<file path="config.mk">
export PLATFORM = sky130hd
export DESIGN_NAME = tdma_seg_arbiter
export DESIGN_NICKNAME = d
export VERILOG_FILES = /design/src/rtl/tdma_pkg.sv /design/src/rtl/tdma_sched_table.sv /design/src/rtl/tdma_slot_seq.sv /design/src/rtl/tdma_grant_gen.sv /design/src/rtl/tdma_seg_arbiter.sv
export SDC_FILE = /design/constraint.sdc
export NUM_CORES = 2
export LEC_CHECK = 0
export BUFFER_PORTS_ARGS = -buffer_cell sky130_fd_sc_hd__buf_4
export CORE_MARGIN = 1.5
export CORE_UTILIZATION = 67
export DETAILED_ROUTE_END_ITERATION = 8
export HOLD_SLACK_MARGIN = 0.1
export PLACE_DENSITY_LB_ADDON = 0.15
export SYNTH_ARGS = -nofsm -noshare
export SYNTH_HDL_FRONTEND = slang
export SYNTH_SLANG_ARGS = --single-unit
</file>
<file path="constraint.sdc">
create_clock -name clk -period 6.2 [get_ports clk]
set_input_delay 0.31 -clock clk [delete_from_list [all_inputs] [get_ports clk]]
set_output_delay 0.31 -clock clk [all_outputs]
set_load 0.1 [all_outputs]
</file>
<file path="src/rtl/tdma_pkg.sv">
`timescale 1ns/1ps
// Shared sizes, schedule types and helper functions for the TDMA arbiter.
// Assumes NUM_SEGS and SLOTS_PER_SEG are powers of two.
package tdma_pkg;
    parameter int NUM_MASTERS   = 4;
    parameter int NUM_SEGS      = 8;
    parameter int SLOTS_PER_SEG = 4;
    parameter int TW            = 16;

    localparam int MW = $clog2(NUM_MASTERS);
    localparam int SW = $clog2(NUM_SEGS);
    localparam int OW = $clog2(SLOTS_PER_SEG);

    localparam logic [2:0] FLD_START  = 3'd0;
    localparam logic [2:0] FLD_COUNT  = 3'd1;
    localparam logic [2:0] FLD_OWNER  = 3'd2;
    localparam logic [2:0] FLD_LEN    = 3'd3;
    localparam logic [2:0] FLD_PERIOD = 3'd4;
    localparam logic [2:0] FLD_NSEG   = 3'd5;
    localparam logic [2:0] FLD_MODE   = 3'd6;

    typedef logic [TW-1:0] time_t;

    typedef enum logic [1:0] {
        MODE_SLOT = 2'd0,
        MODE_LEN  = 2'd1,
        MODE_UNI  = 2'd2,
        MODE_RSVD = 2'd3
    } mode_e;

    typedef struct packed {
        time_t                                start;
        logic [OW-1:0]                        cnt_m1;
        logic [SLOTS_PER_SEG-1:0][MW-1:0]     owner;
        logic [SLOTS_PER_SEG-1:0][TW-1:0]     len;
    } seg_t;

    typedef struct packed {
        time_t                    period;
        logic [SW-1:0]            nseg_m1;
        mode_e                    mode;
        seg_t [NUM_SEGS-1:0]      seg;
    } sched_t;

    // Schedule loaded at reset: one segment, owners in id order, 4-cycle slots.
    function automatic sched_t default_sched();
        sched_t d;
        d         = '0;
        d.period  = TW'(16);
        d.mode    = MODE_UNI;
        for (int g = 0; g < NUM_SEGS; g++) begin
            d.seg[g].cnt_m1 = OW'(SLOTS_PER_SEG - 1);
            for (int o = 0; o < SLOTS_PER_SEG; o++) begin
                d.seg[g].owner[o] = MW'(o % NUM_MASTERS);
                d.seg[g].len[o]   = TW'(4);
            end
        end
        return d;
    endfunction

    // Length of slot o of segment g; single-slot mode never expires on its own.
    function automatic time_t slot_len(sched_t s, logic [SW-1:0] g, logic [OW-1:0] o);
        case (s.mode)
            MODE_SLOT: return '1;
            MODE_LEN:  return s.seg[g].len[o];
            default:   return s.seg[g].len[0];
        endcase
    endfunction

    // Owner of slot o of segment g under the live mode.
    function automatic logic [MW-1:0] slot_owner(sched_t s, logic [SW-1:0] g, logic [OW-1:0] o);
        if (s.mode == MODE_SLOT) return s.seg[g].owner[0];
        return s.seg[g].owner[o];
    endfunction
endpackage

</file>
<file path="src/rtl/tdma_sched_table.sv">
`timescale 1ns/1ps
// Shadow and live copies of the schedule. Writes land in the shadow copy;
// on commit the live copy takes the shadow including any same-cycle write.
// Assumes the writer keeps segment starts ascending.
module tdma_sched_table
    import tdma_pkg::*;
(
    input  logic          clk,
    input  logic          rst_n,
    input  logic          wr_en,
    input  logic [2:0]    wr_field,
    input  logic [SW-1:0] wr_seg,
    input  logic [OW-1:0] wr_idx,
    input  time_t         wr_data,
    input  logic          commit,
    output sched_t        act,
    output sched_t        nxt
);
    sched_t shadow;

    // Shadow contents after this cycle's write.
    always_comb begin
        nxt = shadow;
        if (wr_en) begin
            case (wr_field)
                FLD_START:  nxt.seg[wr_seg].start          = wr_data;
                FLD_COUNT:  nxt.seg[wr_seg].cnt_m1         = wr_data[OW-1:0];
                FLD_OWNER:  nxt.seg[wr_seg].owner[wr_idx]  = wr_data[MW-1:0];
                FLD_LEN:    nxt.seg[wr_seg].len[wr_idx]    = wr_data;
                FLD_PERIOD: nxt.period                     = wr_data;
                FLD_NSEG:   nxt.nseg_m1                    = wr_data[SW-1:0];
                FLD_MODE:   nxt.mode                       = mode_e'(wr_data[1:0]);
                default:    ;
            endcase
        end
    end

    // Register shadow every cycle; live copy only on commit.
    always_ff @(posedge clk) begin
        if (!rst_n) begin
            shadow <= default_sched();
            act    <= default_sched();
        end else begin
            shadow <= nxt;
            if (commit) act <= nxt;
        end
    end

    a_r8_live_hold: assert property (@(posedge clk) disable iff (!rst_n)
        !commit |=> $stable(act));
endmodule

</file>
<file path="src/rtl/tdma_slot_seq.sv">
`timescale 1ns/1ps
// Period counter plus segment / owner-position tracking. A down-counter holds
// the cycles left in the current slot, so no division is needed. A segment
// start preempts a running slot (truncation). Assumes period >= 1 and slot
// lengths >= 1.
module tdma_slot_seq
    import tdma_pkg::*;
(
    input  logic          clk,
    input  logic          rst_n,
    input  logic          restart,
    input  sched_t        act,
    input  sched_t        nxt,
    output time_t         cnt,
    output logic [SW-1:0] seg,
    output logic [OW-1:0] own,
    output logic          commit
);
    time_t         left;
    time_t         ncnt;
    logic [SW-1:0] seg_up;
    logic [OW-1:0] own_up;
    logic          bound;
    logic          expire;

    // Next-position decode for the current cycle.
    always_comb begin
        ncnt   = cnt + 1'b1;
        seg_up = seg + 1'b1;
        own_up = (own == act.seg[seg].cnt_m1) ? '0 : own + 1'b1;
        bound  = (seg != act.nseg_m1) && (ncnt == act.seg[seg_up].start);
        expire = (left == TW'(1));
        commit = restart || (cnt == act.period - 1'b1);
    end

    // Advance counter, segment and slot position.
    always_ff @(posedge clk) begin
        if (!rst_n) begin
            cnt  <= '0;
            seg  <= '0;
            own  <= '0;
            left <= slot_len(default_sched(), '0, '0);
        end else if (commit) begin
            cnt  <= '0;
            seg  <= '0;
            own  <= '0;
            left <= slot_len(nxt, '0, '0);
        end else begin
            cnt <= ncnt;
            if (bound) begin
                seg  <= seg_up;
                own  <= '0;
                left <= slot_len(act, seg_up, '0);
            end else if (expire) begin
                own  <= own_up;
                left <= slot_len(act, seg, own_up);
            end else begin
                left <= left - 1'b1;
            end
        end
    end

    a_r3_count_up: assert property (@(posedge clk) disable iff (!rst_n)
        !commit |=> cnt == $past(cnt) + 1'b1);
    a_r3_wrap: assert property (@(posedge clk) disable iff (!rst_n)
        commit |=> (cnt == '0 && seg == '0 && own == '0));
    a_r10_restart: assert property (@(posedge clk) disable iff (!rst_n)
        restart |=> cnt == '0);
    a_r7_seg_on_time: assert property (@(posedge clk) disable iff (!rst_n)
        (!commit && seg != act.nseg_m1 && ncnt == act.seg[seg_up].start)
        |=> (seg == $past(seg_up) && own == '0));
    a_r5_pos_in_list: assert property (@(posedge clk) disable iff (!rst_n)
        own <= act.seg[seg].cnt_m1);
endmodule

</file>
<file path="src/rtl/tdma_grant_gen.sv">
`timescale 1ns/1ps
// One-hot grant decode: the slot owner is granted only if it requests and
// the arbiter is enabled and out of reset. Idle slots are never reused.
module tdma_grant_gen #(
    parameter int NM = 4,
    parameter int MW = 2
) (
    input  logic          rst_n,
    input  logic          en,
    input  logic [NM-1:0] req,
    input  logic [MW-1:0] owner,
    output logic [NM-1:0] gnt
);
    for (genvar m = 0; m < NM; m++) begin : g_dec
        assign gnt[m] = rst_n && en && req[m] && (owner == MW'(m));
    end
endmodule

</file>
<file path="src/rtl/tdma_seg_arbiter.sv">
`timescale 1ns/1ps
// Segmented time-division bus arbiter top. Ties the schedule table, the
// slot sequencer and the grant decoder together. A write while disabled
// restarts the period with the new table.
module tdma_seg_arbiter
    import tdma_pkg::*;
(
    input  logic                   clk,
    input  logic                   rst_n,
    input  logic                   arb_en,
    input  logic [NUM_MASTERS-1:0] req,
    input  logic                   cfg_wr,
    input  logic [2:0]             cfg_field,
    input  logic [SW-1:0]          cfg_seg,
    input  logic [OW-1:0]          cfg_idx,
    input  logic [TW-1:0]          cfg_data,
    output logic [NUM_MASTERS-1:0] gnt,
    output logic [TW-1:0]          period_cnt
);
    sched_t        act;
    sched_t        nxt;
    logic [SW-1:0] seg;
    logic [OW-1:0] own;
    logic          commit;
    logic          restart;
    logic [MW-1:0] owner;

    // Restart request and current owner lookup.
    always_comb begin
        restart = cfg_wr && !arb_en;
        owner   = slot_owner(act, seg, own);
    end

    tdma_sched_table u_table (
        .clk(clk), .rst_n(rst_n), .wr_en(cfg_wr), .wr_field(cfg_field),
        .wr_seg(cfg_seg), .wr_idx(cfg_idx), .wr_data(cfg_data),
        .commit(commit), .act(act), .nxt(nxt)
    );

    tdma_slot_seq u_seq (
        .clk(clk), .rst_n(rst_n), .restart(restart), .act(act), .nxt(nxt),
        .cnt(period_cnt), .seg(seg), .own(own), .commit(commit)
    );

    tdma_grant_gen #(.NM(NUM_MASTERS), .MW(MW)) u_gnt (
        .rst_n(rst_n), .en(arb_en), .req(req), .owner(owner), .gnt(gnt)
    );

    a_r1_onehot: assert property (@(posedge clk) disable iff (!rst_n)
        $onehot0(gnt));
    a_r1_needs_req: assert property (@(posedge clk) disable iff (!rst_n)
        (gnt & ~req) == '0);
    a_r2_idle_slot: assert property (@(posedge clk) disable iff (!rst_n)
        !req[owner] |-> gnt == '0);
    a_r1_slot_hold: assert property (@(posedge clk) disable iff (!rst_n)
        ($stable(seg) && $stable(own) && $stable(req) && $stable(arb_en)
         && period_cnt != '0) |-> $stable(gnt));
endmodule

</file>
==> results.json <==
{
  "synthAdderAreaFrac_pct": 0.105,
  "drt_iter0_markers": 6655,
  "finalSetupTns_ns": 0,
  "worstSetupPathType": "register to register",
  "critPathLaunch": "u_seq.seg[0]",
  "die_x_um": 301,
  "ant_nets": 0,
  "ctsRootBufferMaster": "clkbuf_16",
  "pwr-share-seq_pct": 49.2,
  "synthesis.area_sq_mm": 0.0595,
  "slowest_stage": "and4_1",
  "leakage_nw": 26.2,
  "yosys.area_share.xor_xnor_pct": 1.12,
  "area_growth_syn_to_layout_pct": 9.31,
  "outcome": "finished clean",
  "avgSynthCellArea_sq_um": 9.80,
  "r2r-end": "u_seq.left[11]",
  "power_density_mw_per_mm2": 322,
  "synthFlopType": "dfxtp_1",
  "core_sq_mm": 0.0881,
  "grt_pass1_wl_um": 289000,
  "p_comb_share_pct": 7.0,
  "cts.htree.levels": 4,
  "globalplace.congestion": 1.02,
  "cts_tree": "yes",
  "initial_core_util_pct": 67.5,
  "seq_area_frac_synth_pct": 51.1,
  "synth_compound_area_share_pct": 20.4,
  "vias_per_cell": 6.94,
  "crit_family": "simple AND/OR/NAND/NOR gates",
  "path_max_fanout": 30,
  "grt_max_degree": 222,
  "crit_end": "u_seq.left[11]",
  "die-area_sq_mm": 0.0905,
  "fin_skew_ns": 0.0219,
  "dp_hpwl_um": 119000,
  "rrSetupSlack_ns": 1.35,
  "num-fill-cells": 6243,
  "reg2reg_from": "u_seq.seg[0]",
  "ys_warn_count": 0,
  "startpoint_type": "register",
  "netlist_instances": 6070,
  "p_clk_share_pct": 43.9,
  "route.detailed.drc": 0,
  "synth_top_family_by_area": "compound AO/OA/AOI/OAI gates",
  "synthMuxAreaShare_pct": 10.1,
  "clockBufferDepth": 3,
  "hold_violations": 0,
  "crit_buf_inv": 1,
  "antenna_found_initial": 12,
  "synth_edf_count": 0,
  "clkTransAtPathRegs_ns": 0.06,
  "synthSimpleGateAreaFrac_pct": 13.1,
  "clock.fmax_mhz": 206,
  "arrival_ns": 5.50,
  "p_sw_mw": 5.00,
  "io_pins": 52,
  "syn_nets": 6107,
  "cts_buffers": 149,
  "min_period_over_period_pct": 78.3,
  "grt_pass1_vias": 46400,
  "min_period_ns": 4.85,
  "rows": 109,
  "maxCapViolations": 0,
  "max_stage_delay_ns": 0.69,
  "synth_seq_cells": 1519,
  "final_nets": 5852,
  "hp-class": "input pin to register",
  "cts_resized": 0,
  "finalMaxSlewViolations": 0,
  "crit_chain": "ha_4 > buf_4 > mux4_1 > mux2i_1 > xnor3_1 > and3b_1 > and4_1 > nand3_2 > o2111a_1",
  "overflow": 0,
  "routed_wl_um": 195000,
  "avgRoutedWirePerCell_um": 27.4,
  "fin_hold_ws_ns": 0.143,
  "peakVddDrop_uv": 293,
  "setup_viol": 0,
  "cts_sinks": 1519,
  "p_int_mw": 15.9,
  "worst_ep_required_time_ns": 6.85,
  "drive_gt1_share_pct": 10.9,
  "rsz0062_at_grt": "no",
  "ys_types": 79,
  "synthArstFlopShare_pct": 0,
  "dr.pass1.iters": 7,
  "slew_headroom_pct": 0.476,
  "die_y_um": 301,
  "clk_latency_ns": 0.78,
  "vias": 49300,
  "end_kind": "register",
  "reg2reg_depth": 9,
  "p_sw_share_pct": 23.9,
  "io_buffers": 51,
  "tightest_slew_ns": 1.49,
  "grt_use_total_pct": 42.3,
  "crit_cells": 9
}
==> cell type report <==
| cell class | count | area [sq um] | share of cell area [%] |
|---|---|---|---|
| inverter | 14 | 60.1 | 0.0924 |
| antenna | 8 | 20.0 | 0.0308 |
| multi-input combinational | 3981 | 26700 | 41.1 |
| clock buffer | 228 | 4510 | 6.95 |
| timing repair buffer | 150 | 1320 | 2.03 |
| clock inverter | 40 | 469 | 0.722 |
| tap | 1165 | 1460 | 2.24 |
| sequential | 1519 | 30400 | 46.8 |
==> tightest hold or removal path, delay by kind of cell <==
family / cells / cell delay (ns)
simple gates: 1 / 0.14
buf+inv: 1 / 0.33
compound gates: 1 / 0.07
==> cells in the mapped netlist, types with 25 or more instances <==
cell,instances,area share [%]
a21oi_1,521,4.4
a22o_1,77,1.1
a22oi_1,161,2.0
a31oi_1,28,0.29
a32oi_1,34,0.50
and2_1,51,0.54
buf_1,56,0.35
buf_2,121,1.0
clkbuf_1,350,2.2
dfxtp_1,1519,51
mux2i_1,88,1.5
mux4_2,205,7.8
nand2_1,1077,6.8
nand3_1,82,0.69
nor2_1,492,3.1
nor3_1,55,0.46
o21ai_0,134,1.1
o22a_1,616,9.1
xnor2_1,34,0.50
xor2_1,25,0.37
==> registers in the layout (all words and copies together), names as in the netlist <==
name / count
u_seq.seg: 3
u_table.shadow: 741
u_seq.left: 16
u_table.act: 741
u_seq.cnt: 16
u_seq.own: 2
==> layer usage <==
layer / up-vias / GRT usage (%) / share of wire, %
met5: - / 0 / 0.024
met3: 715 / 11.6 / 12
met1: 24100 / 55.2 / 37
met4: 6 / 24.9 / 6.5
met2: 3161 / 63.2 / 44
li1: 21300 / - / -
==> power by group through the flow <==
stage          Combinational, mW  Clock (mW)  Sequential (mW)
5_1_grt                     1.51        9.57             10.3
2_1_floorplan              0.978           0             10.4
6_report                    1.46        9.18             10.3
4_1_cts                     1.40        9.16             10.3
3_5_place_dp                1.39           0             10.5
3_3_place_gp                1.38           0             10.5
==> cell families after synthesis <==
| group | Yosys count |
|---|---|
| flip-flops | 1519 |
| multiplexers | 326 |
| buffers and inverters | 570 |
| AO/OA/AOI/OAI | 1704 |
| AND/OR/NAND/NOR | 1880 |
| adder cells (fa/ha/maj) | 5 |
| XOR/XNOR | 66 |
==> through the flow <==
step	cell area, sq um	std cells	setup WS, ns	util (%)	power [mW]
finish	65000	7105	1.35	73.8	20.9
global route	65000	7102	1.22	73.8	21.4
CTS	65000	7097	1.42	73.8	20.8
detailed placement	59900	6821	1.43	68.0	11.9
global placement	59900	6821	1.60	68.0	11.9
floorplan	59500	6070	2.51	-	11.4
==> cells in the final DEF, fill, tap and decap left out, types with 15 or more instances in the layout <==
cell type,netlist,final
a211oi_1,23,23
xor2_1,25,25
nor3_1,55,51
mux4_2,205,205
a31oi_1,28,28
nand2b_1,18,18
mux2_2,23,23
and3_1,16,15
mux2i_1,88,88
o211ai_1,17,17
nor2_1,492,487
a22oi_1,161,161
o22ai_1,18,18
a22o_1,77,77
nand3_1,82,81
dfxtp_1,1519,1516
o21ai_0,134,134
o22a_1,616,616
nor4_1,15,15
clkbuf_8,0,34
clkbuf_16,0,156
a32oi_1,34,34
buf_4,23,128
clkinv_2,0,20
xnor2_1,34,34
a21oi_1,521,521
clkbuf_1,350,38
nand2_1,1077,1075
and2_1,51,50
==> timing repair <==
action                                 in CTS  in global routing
endpoints found under the hold margin     110                  0
hold buffers                                8                  0
setup buffers                               0                  0
==> worst min-delay path by stage <==
stage | depth (start not counted) | startpoint | end | slack (ns)
after global placement | 2 | u_table.act[499] | u_table.act[499] | 0.44
final | 3 | cfg_data[3] | u_table.shadow[665] | 0.14
after CTS | 3 | cfg_data[3] | u_table.shadow[665] | 0.10
after floorplan | 2 | u_table.act[499] | u_table.act[499] | 0.43
after global routing | 3 | cfg_data[3] | u_table.shadow[363] | 0.13
after detailed placement | 2 | u_table.act[499] | u_table.act[499] | 0.45
No activity file was read; power rests on OpenSTA's default activity.
